`src/rtl/rfs_pkg.sv`:
```
package rfs_pkg;
   localparam int STW       = 16;
   localparam int B_ESUM    = 15;
   localparam int B_LENERR  = 12;
   localparam int B_OVF     = 11;
   localparam int B_VLAN    = 10;
   localparam int B_HI      = 7;
   localparam int B_TYPE    = 5;
   localparam int B_WDOG    = 4;
   localparam int B_DRIB    = 2;
   localparam int B_CRC     = 1;
   localparam int B_LO      = 0;

   typedef struct packed {
      logic crc;
      logic drib;
      logic wdog;
      logic ovf;
      logic vlan;
   } side_t;

   typedef struct packed {
      logic is_ip;
      logic hdr_err;
      logic pay_err;
      logic pay_skip;
   } cks_t;
endpackage

```
`src/rtl/rfs_frame_track.sv`:
```
module rfs_frame_track #(
   parameter int CNT_W     = 14,
   parameter int HDR_BYTES = 14
) (
   input  logic             clk,
   input  logic             rst_n,
   input  logic             in_valid,
   input  logic             in_sof,
   input  logic [7:0]       in_data,
   output logic [CNT_W-1:0] total_len,
   output logic [15:0]      type_val
);
   localparam logic [CNT_W-1:0] HI_IDX  = CNT_W'(HDR_BYTES - 2);
   localparam logic [CNT_W-1:0] LO_IDX  = CNT_W'(HDR_BYTES - 1);
   localparam logic [CNT_W-1:0] CNT_MAX = {CNT_W{1'b1}};

   if (HDR_BYTES < 2) begin : g_bad_hdr
      $error("rfs_frame_track: HDR_BYTES must be at least 2");
   end

   logic [CNT_W-1:0] cnt_q;
   logic [CNT_W-1:0] idx;
   logic [7:0]       hi_q, lo_q;

   assign idx       = in_sof ? '0 : cnt_q;
   assign total_len = (idx == CNT_MAX) ? CNT_MAX : idx + 1'b1;
   assign type_val  = {(idx == HI_IDX) ? in_data : hi_q,
                       (idx == LO_IDX) ? in_data : lo_q};

   always_ff @(posedge clk or negedge rst_n) begin
      if (!rst_n) begin
         cnt_q <= '0;
         hi_q  <= '0;
         lo_q  <= '0;
      end else if (in_valid) begin
         cnt_q <= total_len;
         if (idx == HI_IDX) hi_q <= in_data;
         if (idx == LO_IDX) lo_q <= in_data;
      end
   end


   cnt_mono_chk: assert property (@(posedge clk) disable iff (!rst_n)
      (in_valid && !in_sof) |=> (cnt_q >= $past(cnt_q)));
endmodule

```
`src/rtl/rfs_giant_limit.sv`:
```
module rfs_giant_limit #(
   parameter int CNT_W      = 14,
   parameter int STD_MAX    = 1518,
   parameter int TWOK_MAX   = 2000,
   parameter int JUMBO_MAX  = 9018,
   parameter int VLAN_EXTRA = 4
) (
   input  logic [CNT_W-1:0] total_len,
   input  logic             vlan,
   input  logic             jumbo,
   input  logic             twok,
   output logic             giant
);
   localparam logic [CNT_W-1:0] L_STD   = CNT_W'(STD_MAX);
   localparam logic [CNT_W-1:0] L_STDV  = CNT_W'(STD_MAX + VLAN_EXTRA);
   localparam logic [CNT_W-1:0] L_TWOK  = CNT_W'(TWOK_MAX);
   localparam logic [CNT_W-1:0] L_JMB   = CNT_W'(JUMBO_MAX);
   localparam logic [CNT_W-1:0] L_JMBV  = CNT_W'(JUMBO_MAX + VLAN_EXTRA);

   if (!(STD_MAX < TWOK_MAX && TWOK_MAX < JUMBO_MAX)) begin : g_bad_lim
      $error("rfs_giant_limit: limits must rise standard < 2K < jumbo");
   end

   logic [CNT_W-1:0] limit;

   always_comb begin
      if (jumbo)     limit = vlan ? L_JMBV : L_JMB;
      else if (twok) limit = L_TWOK;
      else           limit = vlan ? L_STDV : L_STD;
   end

   assign giant = total_len > limit;


   limit_floor_chk: assert final (limit >= L_STD);
endmodule

```
`src/rtl/rfs_cks_encode.sv`:
```
module rfs_cks_encode
   import rfs_pkg::*;
#(
   parameter bit HAS_CKS = 1'b1
) (
   input  logic  cks_on,
   input  logic  len_coded,
   input  logic  giant,
   input  cks_t  cks,
   output logic  b7,
   output logic  b5,
   output logic  b0
);
   typedef enum logic [2:0] {
      CV_LEN, CV_NOTIP, CV_BOTH, CV_SKIP, CV_PAY, CV_OK
   } cverdict_e;

   if (HAS_CKS) begin : g_cks
      cverdict_e v;
      always_comb begin
         if (len_coded)         v = CV_LEN;
         else if (!cks.is_ip)   v = CV_NOTIP;
         else if (cks.hdr_err)  v = CV_BOTH;
         else if (cks.pay_skip) v = CV_SKIP;
         else if (cks.pay_err)  v = CV_PAY;
         else                   v = CV_OK;
      end

      always_comb begin
         {b5, b7, b0} = {!len_coded, giant, 1'b0};
         if (cks_on) begin
            case (v)
               CV_NOTIP: {b5, b7, b0} = 3'b011;
               CV_BOTH:  {b5, b7, b0} = 3'b111;
               CV_SKIP:  {b5, b7, b0} = 3'b001;
               CV_PAY:   {b5, b7, b0} = 3'b101;
               CV_OK:    {b5, b7, b0} = 3'b100;
               default:  {b5, b7, b0} = 3'b000;
            endcase
         end
      end


      len_zero_chk: assert final (!(cks_on && len_coded) || {b5, b7, b0} == 3'b000);
   end else begin : g_raw
      assign b5 = !len_coded;
      assign b7 = giant;
      assign b0 = 1'b0;
   end
endmodule

```
`src/rtl/rx_frame_status.sv`:
```
module rx_frame_status
   import rfs_pkg::*;
#(
   parameter int CNT_W      = 14,
   parameter int HDR_BYTES  = 14,
   parameter int CRC_BYTES  = 4,
   parameter int TYPE_MIN   = 1536,
   parameter int STD_MAX    = 1518,
   parameter int TWOK_MAX   = 2000,
   parameter int JUMBO_MAX  = 9018,
   parameter int VLAN_EXTRA = 4,
   parameter bit HAS_CKS    = 1'b1
) (
   input  logic             clk,
   input  logic             rst_n,
   input  logic             in_valid,
   input  logic             in_sof,
   input  logic             in_eof,
   input  logic [7:0]       in_data,
   input  logic             in_crc_err,
   input  logic             in_dribble,
   input  logic             in_wdog,
   input  logic             in_ovf,
   input  logic             in_vlan,
   input  logic             cks_is_ip,
   input  logic             cks_hdr_err,
   input  logic             cks_pay_err,
   input  logic             cks_pay_skip,
   input  logic             cfg_jumbo,
   input  logic             cfg_2k,
   input  logic             cfg_cks_en,
   output logic             st_valid,
   output logic [15:0]      st_word,
   output logic [CNT_W-1:0] st_len,
   output logic             st_runt
);
   localparam int SUM_W = 17;
   localparam logic [SUM_W-1:0] FIXED_OVH = SUM_W'(HDR_BYTES + CRC_BYTES);
   localparam logic [SUM_W-1:0] TAG_OVH   = SUM_W'(VLAN_EXTRA);
   localparam logic [15:0]      TYPE_LIM  = 16'(TYPE_MIN);

   if (CNT_W > 16 || (1 << CNT_W) <= (JUMBO_MAX + VLAN_EXTRA)) begin : g_bad_w
      $error("rx_frame_status: CNT_W must hold the jumbo limit and stay within 16 bits");
   end
   if (TYPE_MIN >= 65536) begin : g_bad_type
      $error("rx_frame_status: TYPE_MIN must fit the 16-bit field");
   end

   side_t            side;
   cks_t             cks;
   logic [CNT_W-1:0] total_len;
   logic [15:0]      type_val;
   logic             runt, small_field, len_coded, len_err, giant;
   logic             b7, b5, b0;
   logic [SUM_W-1:0] want_len;
   logic [15:0]      word_d;

   assign side = '{crc: in_crc_err, drib: in_dribble, wdog: in_wdog,
                   ovf: in_ovf, vlan: in_vlan};
   assign cks  = '{is_ip: cks_is_ip, hdr_err: cks_hdr_err,
                   pay_err: cks_pay_err, pay_skip: cks_pay_skip};

   rfs_frame_track #(.CNT_W(CNT_W), .HDR_BYTES(HDR_BYTES)) u_track (
      .clk       (clk),
      .rst_n     (rst_n),
      .in_valid  (in_valid),
      .in_sof    (in_sof),
      .in_data   (in_data),
      .total_len (total_len),
      .type_val  (type_val)
   );

   rfs_giant_limit #(
      .CNT_W(CNT_W), .STD_MAX(STD_MAX), .TWOK_MAX(TWOK_MAX),
      .JUMBO_MAX(JUMBO_MAX), .VLAN_EXTRA(VLAN_EXTRA)
   ) u_giant (
      .total_len (total_len),
      .vlan      (side.vlan),
      .jumbo     (cfg_jumbo),
      .twok      (cfg_2k),
      .giant     (giant)
   );

   assign runt        = total_len < CNT_W'(HDR_BYTES);
   assign small_field = type_val < TYPE_LIM;
   assign len_coded   = runt || small_field;
   assign want_len    = {1'b0, type_val} + FIXED_OVH + (side.vlan ? TAG_OVH : '0);
   assign len_err     = !runt && small_field && !side.crc &&
                        (want_len != SUM_W'(total_len));

   rfs_cks_encode #(.HAS_CKS(HAS_CKS)) u_cks (
      .cks_on    (cfg_cks_en),
      .len_coded (len_coded),
      .giant     (giant),
      .cks       (cks),
      .b7        (b7),
      .b5        (b5),
      .b0        (b0)
   );

   always_comb begin
      word_d           = '0;
      word_d[B_CRC]    = side.crc;
      word_d[B_DRIB]   = side.drib;
      word_d[B_WDOG]   = side.wdog;
      word_d[B_OVF]    = side.ovf;
      word_d[B_VLAN]   = side.vlan;
      word_d[B_LENERR] = len_err;
      word_d[B_HI]     = b7;
      word_d[B_TYPE]   = b5;
      word_d[B_LO]     = b0;
      word_d[B_ESUM]   = side.crc | side.drib | side.wdog | side.ovf | len_err | giant;
   end

   always_ff @(posedge clk or negedge rst_n) begin
      if (!rst_n) begin
         st_valid <= 1'b0;
         st_word  <= '0;
         st_len   <= '0;
         st_runt  <= 1'b0;
      end else begin
         st_valid <= in_valid && in_eof;
         if (in_valid && in_eof) begin
            st_word <= word_d;
            st_len  <= total_len;
            st_runt <= runt;
         end
      end
   end


   strobe_src_chk: assert property (@(posedge clk) disable iff (!rst_n)
      st_valid |-> $past(in_valid && in_eof));

   crc_masks_le_chk: assert property (@(posedge clk) disable iff (!rst_n)
      (st_valid && st_word[B_CRC]) |-> !st_word[B_LENERR]);

   runt_class_chk: assert property (@(posedge clk) disable iff (!rst_n)
      (st_valid && st_runt) |-> (!st_word[B_TYPE] && !st_word[B_LENERR] &&
                                 st_len < CNT_W'(HDR_BYTES)));

   esum_cover_chk: assert property (@(posedge clk) disable iff (!rst_n)
      (st_valid && (st_word[B_CRC] || st_word[B_DRIB] || st_word[B_WDOG] ||
                    st_word[B_OVF] || st_word[B_LENERR])) |-> st_word[B_ESUM]);

   giant_floor_chk: assert property (@(posedge clk) disable iff (!rst_n)
      (st_valid && st_word[B_HI] && !$past(cfg_cks_en)) |-> (st_len > CNT_W'(STD_MAX)));

   type_len_chk: assert property (@(posedge clk) disable iff (!rst_n)
      (st_valid && st_word[B_TYPE] && !$past(cfg_cks_en)) |-> (st_len >= CNT_W'(HDR_BYTES)));
endmodule

```
`config.mk`:
```
export PLATFORM = sky130hd
export DESIGN_NAME = rx_frame_status
export DESIGN_NICKNAME = d
export VERILOG_FILES = /design/src/rtl/rfs_pkg.sv /design/src/rtl/rfs_frame_track.sv /design/src/rtl/rfs_giant_limit.sv /design/src/rtl/rfs_cks_encode.sv /design/src/rtl/rx_frame_status.sv
export SDC_FILE = /design/constraint.sdc
export NUM_CORES = 1
export LEC_CHECK = 0
export BUFFER_PORTS_ARGS = -buffer_cell sky130_fd_sc_hd__buf_4
export CAP_MARGIN = 20
export CORE_MARGIN = 5
export CORE_UTILIZATION = 55
export CTS_CLUSTER_DIAMETER = 50
export CTS_CLUSTER_SIZE = 20
export DETAILED_ROUTE_END_ITERATION = 7
export PLACE_DENSITY = 0.77
export SKIP_LAST_GASP = 1
export SLEW_MARGIN = 20
export SYNTH_ARGS = -nofsm -noshare
export SYNTH_HDL_FRONTEND = slang
export SYNTH_SLANG_ARGS = --single-unit
```
`constraint.sdc`:
```
create_clock -name clk -period 11.2 [get_ports clk]
set_input_delay 1.12 -clock clk [delete_from_list [all_inputs] [get_ports clk]]
set_output_delay 1.12 -clock clk [all_outputs]
set_load 0.005 [all_outputs]
```
==> metrics.md <==
| Metric | Value |
|---|---|
| Iter 0 DRT Violations | `172` |
| Classification of the worst-slack hold path | `flop to flop` |
| Full die area | `9080 sq um` |
| Cell count of the worst hold path | `2` |
| Internal portion of total power | `329 uW` |
| Max rail drop VDD | `0.0696 mV` |
| Placeable core region | `7180 sq um` |
| Initial Utilization | `55.8%` |
| Maximum achievable frequency | `232 MHz` |
| Diode count | `0` |
| Worst slew pin tran | `794 ps` |
| Portion of total power attributed to sequential cells | `49.2%` |
| Pre-CTS setup slack | `6590 ps` |
| Post-Layout Cell Count | `579` |
| Placed instance count | `571` |
| Number of clock sinks | `56` |
| Final instance area | `4450 sq um` |
| H-tree Lvls | `2` |
| Number of nets in the final layout | `517` |
| CTS Root Buffer Type | `clkbuf_8` |
| Crit Path Max Fanout | `14` |
| Hold Violations, Final | `0` |
| Crit start category | `input port` |
| Post-synth ARST share | `100%` |
| Layout cells sized above 1 | `20.4%` |
| FF-to-FF path depth | `13` |
| Total negative slack for setup checks | `0 ps` |
| Power density cells | `112 nW/um^2` |
| Worst Setup Slack, final | `6900 ps` |
| Placed cell area | `4360 sq um` |
| Number of nets with antenna violations after detailed routing | `0` |
| Biggest area contributors in the synthesized netlist | `dfrtp_1 (35%), mux2_2 (6.8%), xnor2_1 (4.6%), mux2i_1 (4.3%), nor2_1 (4.0%)` |
| Max-slew violation count | `0` |
| Final clock skew | `13.0 ps` |
| Total gr overflow | `0` |
| Via count of the first global-routing pass | `3258` |
| Sum of net half-perimeters after detailed placement | `7590 microns` |
| Fraction of power spent switching nets | `34.1%` |
| Cell Rows | `31` |
| Number of hold buffers added after CTS | `0` |
| Worst-path clk slew | `110 ps` |
| Netlist Area Pre-Place | `4000 sq um` |
| Number of enable flip-flop cells after synthesis | `0` |
| CTS tree | `yes` |
| Data arrival, critical path | `4500 ps` |
| Library cell with the largest summed area after synthesis | `dfrtp_1` |
| # Post-CTS Setup Buffers | `0` |
| #FFs+latches synth | `56` |
| Type of the worst setup path | `input port to flop` |
| CTS Buf Count | `5` |
| Fraction of power consumed by the clock network | `23.7%` |
| Period utilisation layout | `38.4%` |
| Final-report setup violation count | `0` |
| Routability-driven placement congestion ratio | `1.01` |
| YS warnings | `0` |
| Width of the die | `95.3 microns` |
| Part of the Yosys area used for sequential elements | `35.0%` |
| Detailed-route DRC error count | `0` |
| Die height | `95.3 microns` |
| Io pins | `57` |
| Count of distinct cell types in the synthesized netlist | `58` |
| Max Cap Viol | `0` |
| Clock latency reported for the late side of the worst-skew pair | `330 ps` |
| Shortest clock period the worst path allows after layout | `4300 ps` |
| RSZ-0062 raised after global routing | `no` |
| Average instance area after synthesis | `9.01 sq um` |
| First-pass GRT wire length | `16400 microns` |
| Antenna violations before repair | `0` |
| Gate power share | `27.1%` |
| Total detailed-routing wirelength | `10200 microns` |
| Run status | `complete, no violations` |
| Final design utilization | `62.1%` |
| Static power due to leakage | `0.00208 uW` |
| Worst-case clock buffer depth | `2` |
| Commonest register cell after synthesis | `dfrtp_1` |
| Wire length per cell after detailed routing | `17.5 microns` |
| Count of mapped cells out of synthesis | `444` |
| Area overhead of the layout relative to synthesis | `11.3%` |
| Routed vias/inst | `5.86` |
| GRT Resource Usage Total | `23.3%` |
| Drt first pass iters | `5` |
| Number of gates given a new drive strength after cts | `0` |
| Share of Yosys cell area claimed by the top area cell type | `35.0%` |
| Type of element capturing the critical path | `flop` |
| Pin count of the biggest net entering global routing | `57` |
| Vias after detailed routing | `3395` |
| Required arrival time at the worst endpoint | `11400 ps` |
| Reported net switching power | `170 uW` |
| Worst slew margin relative to its limit | `46.8%` |
| Port buffer count | `50` |
-- power groups by stage --
| stage | Combinational (uW) | Sequential (uW) | Clock (uW) |
|---|---|---|---|
| finish | 135 | 245 | 118 |
| global route | 149 | 248 | 128 |
| CTS | 135 | 245 | 120 |
| detailed placement | 134 | 249 | 0 |
| global placement | 131 | 248 | 0 |
| floorplan | 89.2 | 240 | 0 |
-- cell families (layout without fill, tap and decap cells) --
kind of cell | after synthesis | after routing | synth area share, %
xor+xnor | 32 | 32 | 7.00
fa+ha+maj | 13 | 13 | 4.25
flops | 56 | 56 | 35.0
compound gates | 81 | 81 | 12.0
simple gates | 170 | 170 | 23.5
other cells | 1 | 6 | 0.0937
buf+inv | 47 | 78 | 6.00
mux | 44 | 44 | 12.1
-- area by class of cell --
type                       instances  area [sq um]
clock buffer                       5          68.8
clock inverter                     3          22.5
fill                             637          2720
inverter                          19          71.3
multi-input combinational        346          2380
sequential                        56          1400
tap                               99           124
timing repair buffer              51           383
-- state kept, by name, indices dropped and copies added (netlist names) --
name / count
st_word: 10
u_track.hi_q: 8
st_len: 14
st_runt: 1
st_valid: 1
u_track.lo_q: 8
u_track.cnt_q: 14
-- per-stage QoR --
step	power, uW	hold WS (ps)
6_report	499	494
5_1_grt	526	507
4_1_cts	500	496
3_5_place_dp	383	471
3_3_place_gp	378	466
2_1_floorplan	329	463
-- placed cells by master, fill, tap and decap left out, types with 2 or more instances in the layout --
master    Yosys  final
nand4_1       9      9
nor2b_1       7      7
mux2_2       24     24
o22ai_1       2      2
a31oi_1       5      5
nor4_1        5      5
o21bai_1      2      2
a211oi_1      3      3
a21o_1        3      3
ha_1         12     12
clkbuf_8      0      5
inv_1        18     18
nand2_1      40     39
nor3_1       10     10
nor3_2        2      2
o21ai_0      28     28
nor4_4        3      3
and3_1        9      9
a21oi_1      27     27
dfrtp_1      56     56
conb_1        1      6
xnor2_1      21     21
and4_1        5      5
and2_1        4      4
xor2_1       11     11
nand2b_1      6      6
and3b_1       2      2
nor2_1       43     43
mux2i_2       2      2
nor4b_1       2      2
or4_1         2      2
mux2i_1      17     17
buf_4         8     51
nand3_1      15     15
-- critical path, stage by stage --
cell and delay [ps]:
buf_4 170, nor2b_1 230, inv_1 130, nor3_1 160
nand4_1 270, nand2_1 160, nand2_1 110, ha_1 330
and3_1 210, o21ai_0 210, xor2_1 160, mux2i_1 100
xnor2_1 140, nor4_2 300, nand4_1 140, o41ai_2 460
nand2_1 80
-- per-layer routing --
metal  routed length, microns  part of all wire, %  up-vias  GRT usage, %
li1                         -                    -     1633             -
met1                     4680                   46     1633          32.6
met2                     4730                   47      111          36.3
met3                      535                  5.3       18          4.66
met4                      204                  2.0        0          7.33
met5                        0                    0        -             0
-- path summary, 6_finish.rpt --
| kind | start | to | slack, ps |
|---|---|---|---|
| max reg2reg | u_track.cnt_q[5] | st_word[15] | 7210 |
| min | st_len[4] | st_len[4] | 490 |
| min in group asynchronous | rst_n | u_track.cnt_q[8] | 830 |
| max | in_sof | st_word[15] | 6900 |
| min reg2reg | st_len[4] | st_len[4] | 490 |
| max in group asynchronous | rst_n | st_word[12] | 9890 |
-- Yosys cell counts, types with 11 or more instances --
cell / instances
nand2_1: 40
nor2_1: 43
xor2_1: 11
o21ai_0: 28
ha_1: 12
dfrtp_1: 56
xnor2_1: 21
mux2_2: 24
a21oi_1: 27
mux2i_1: 17
inv_1: 18
nand3_1: 15
Power figures use the tool's default switching activity.
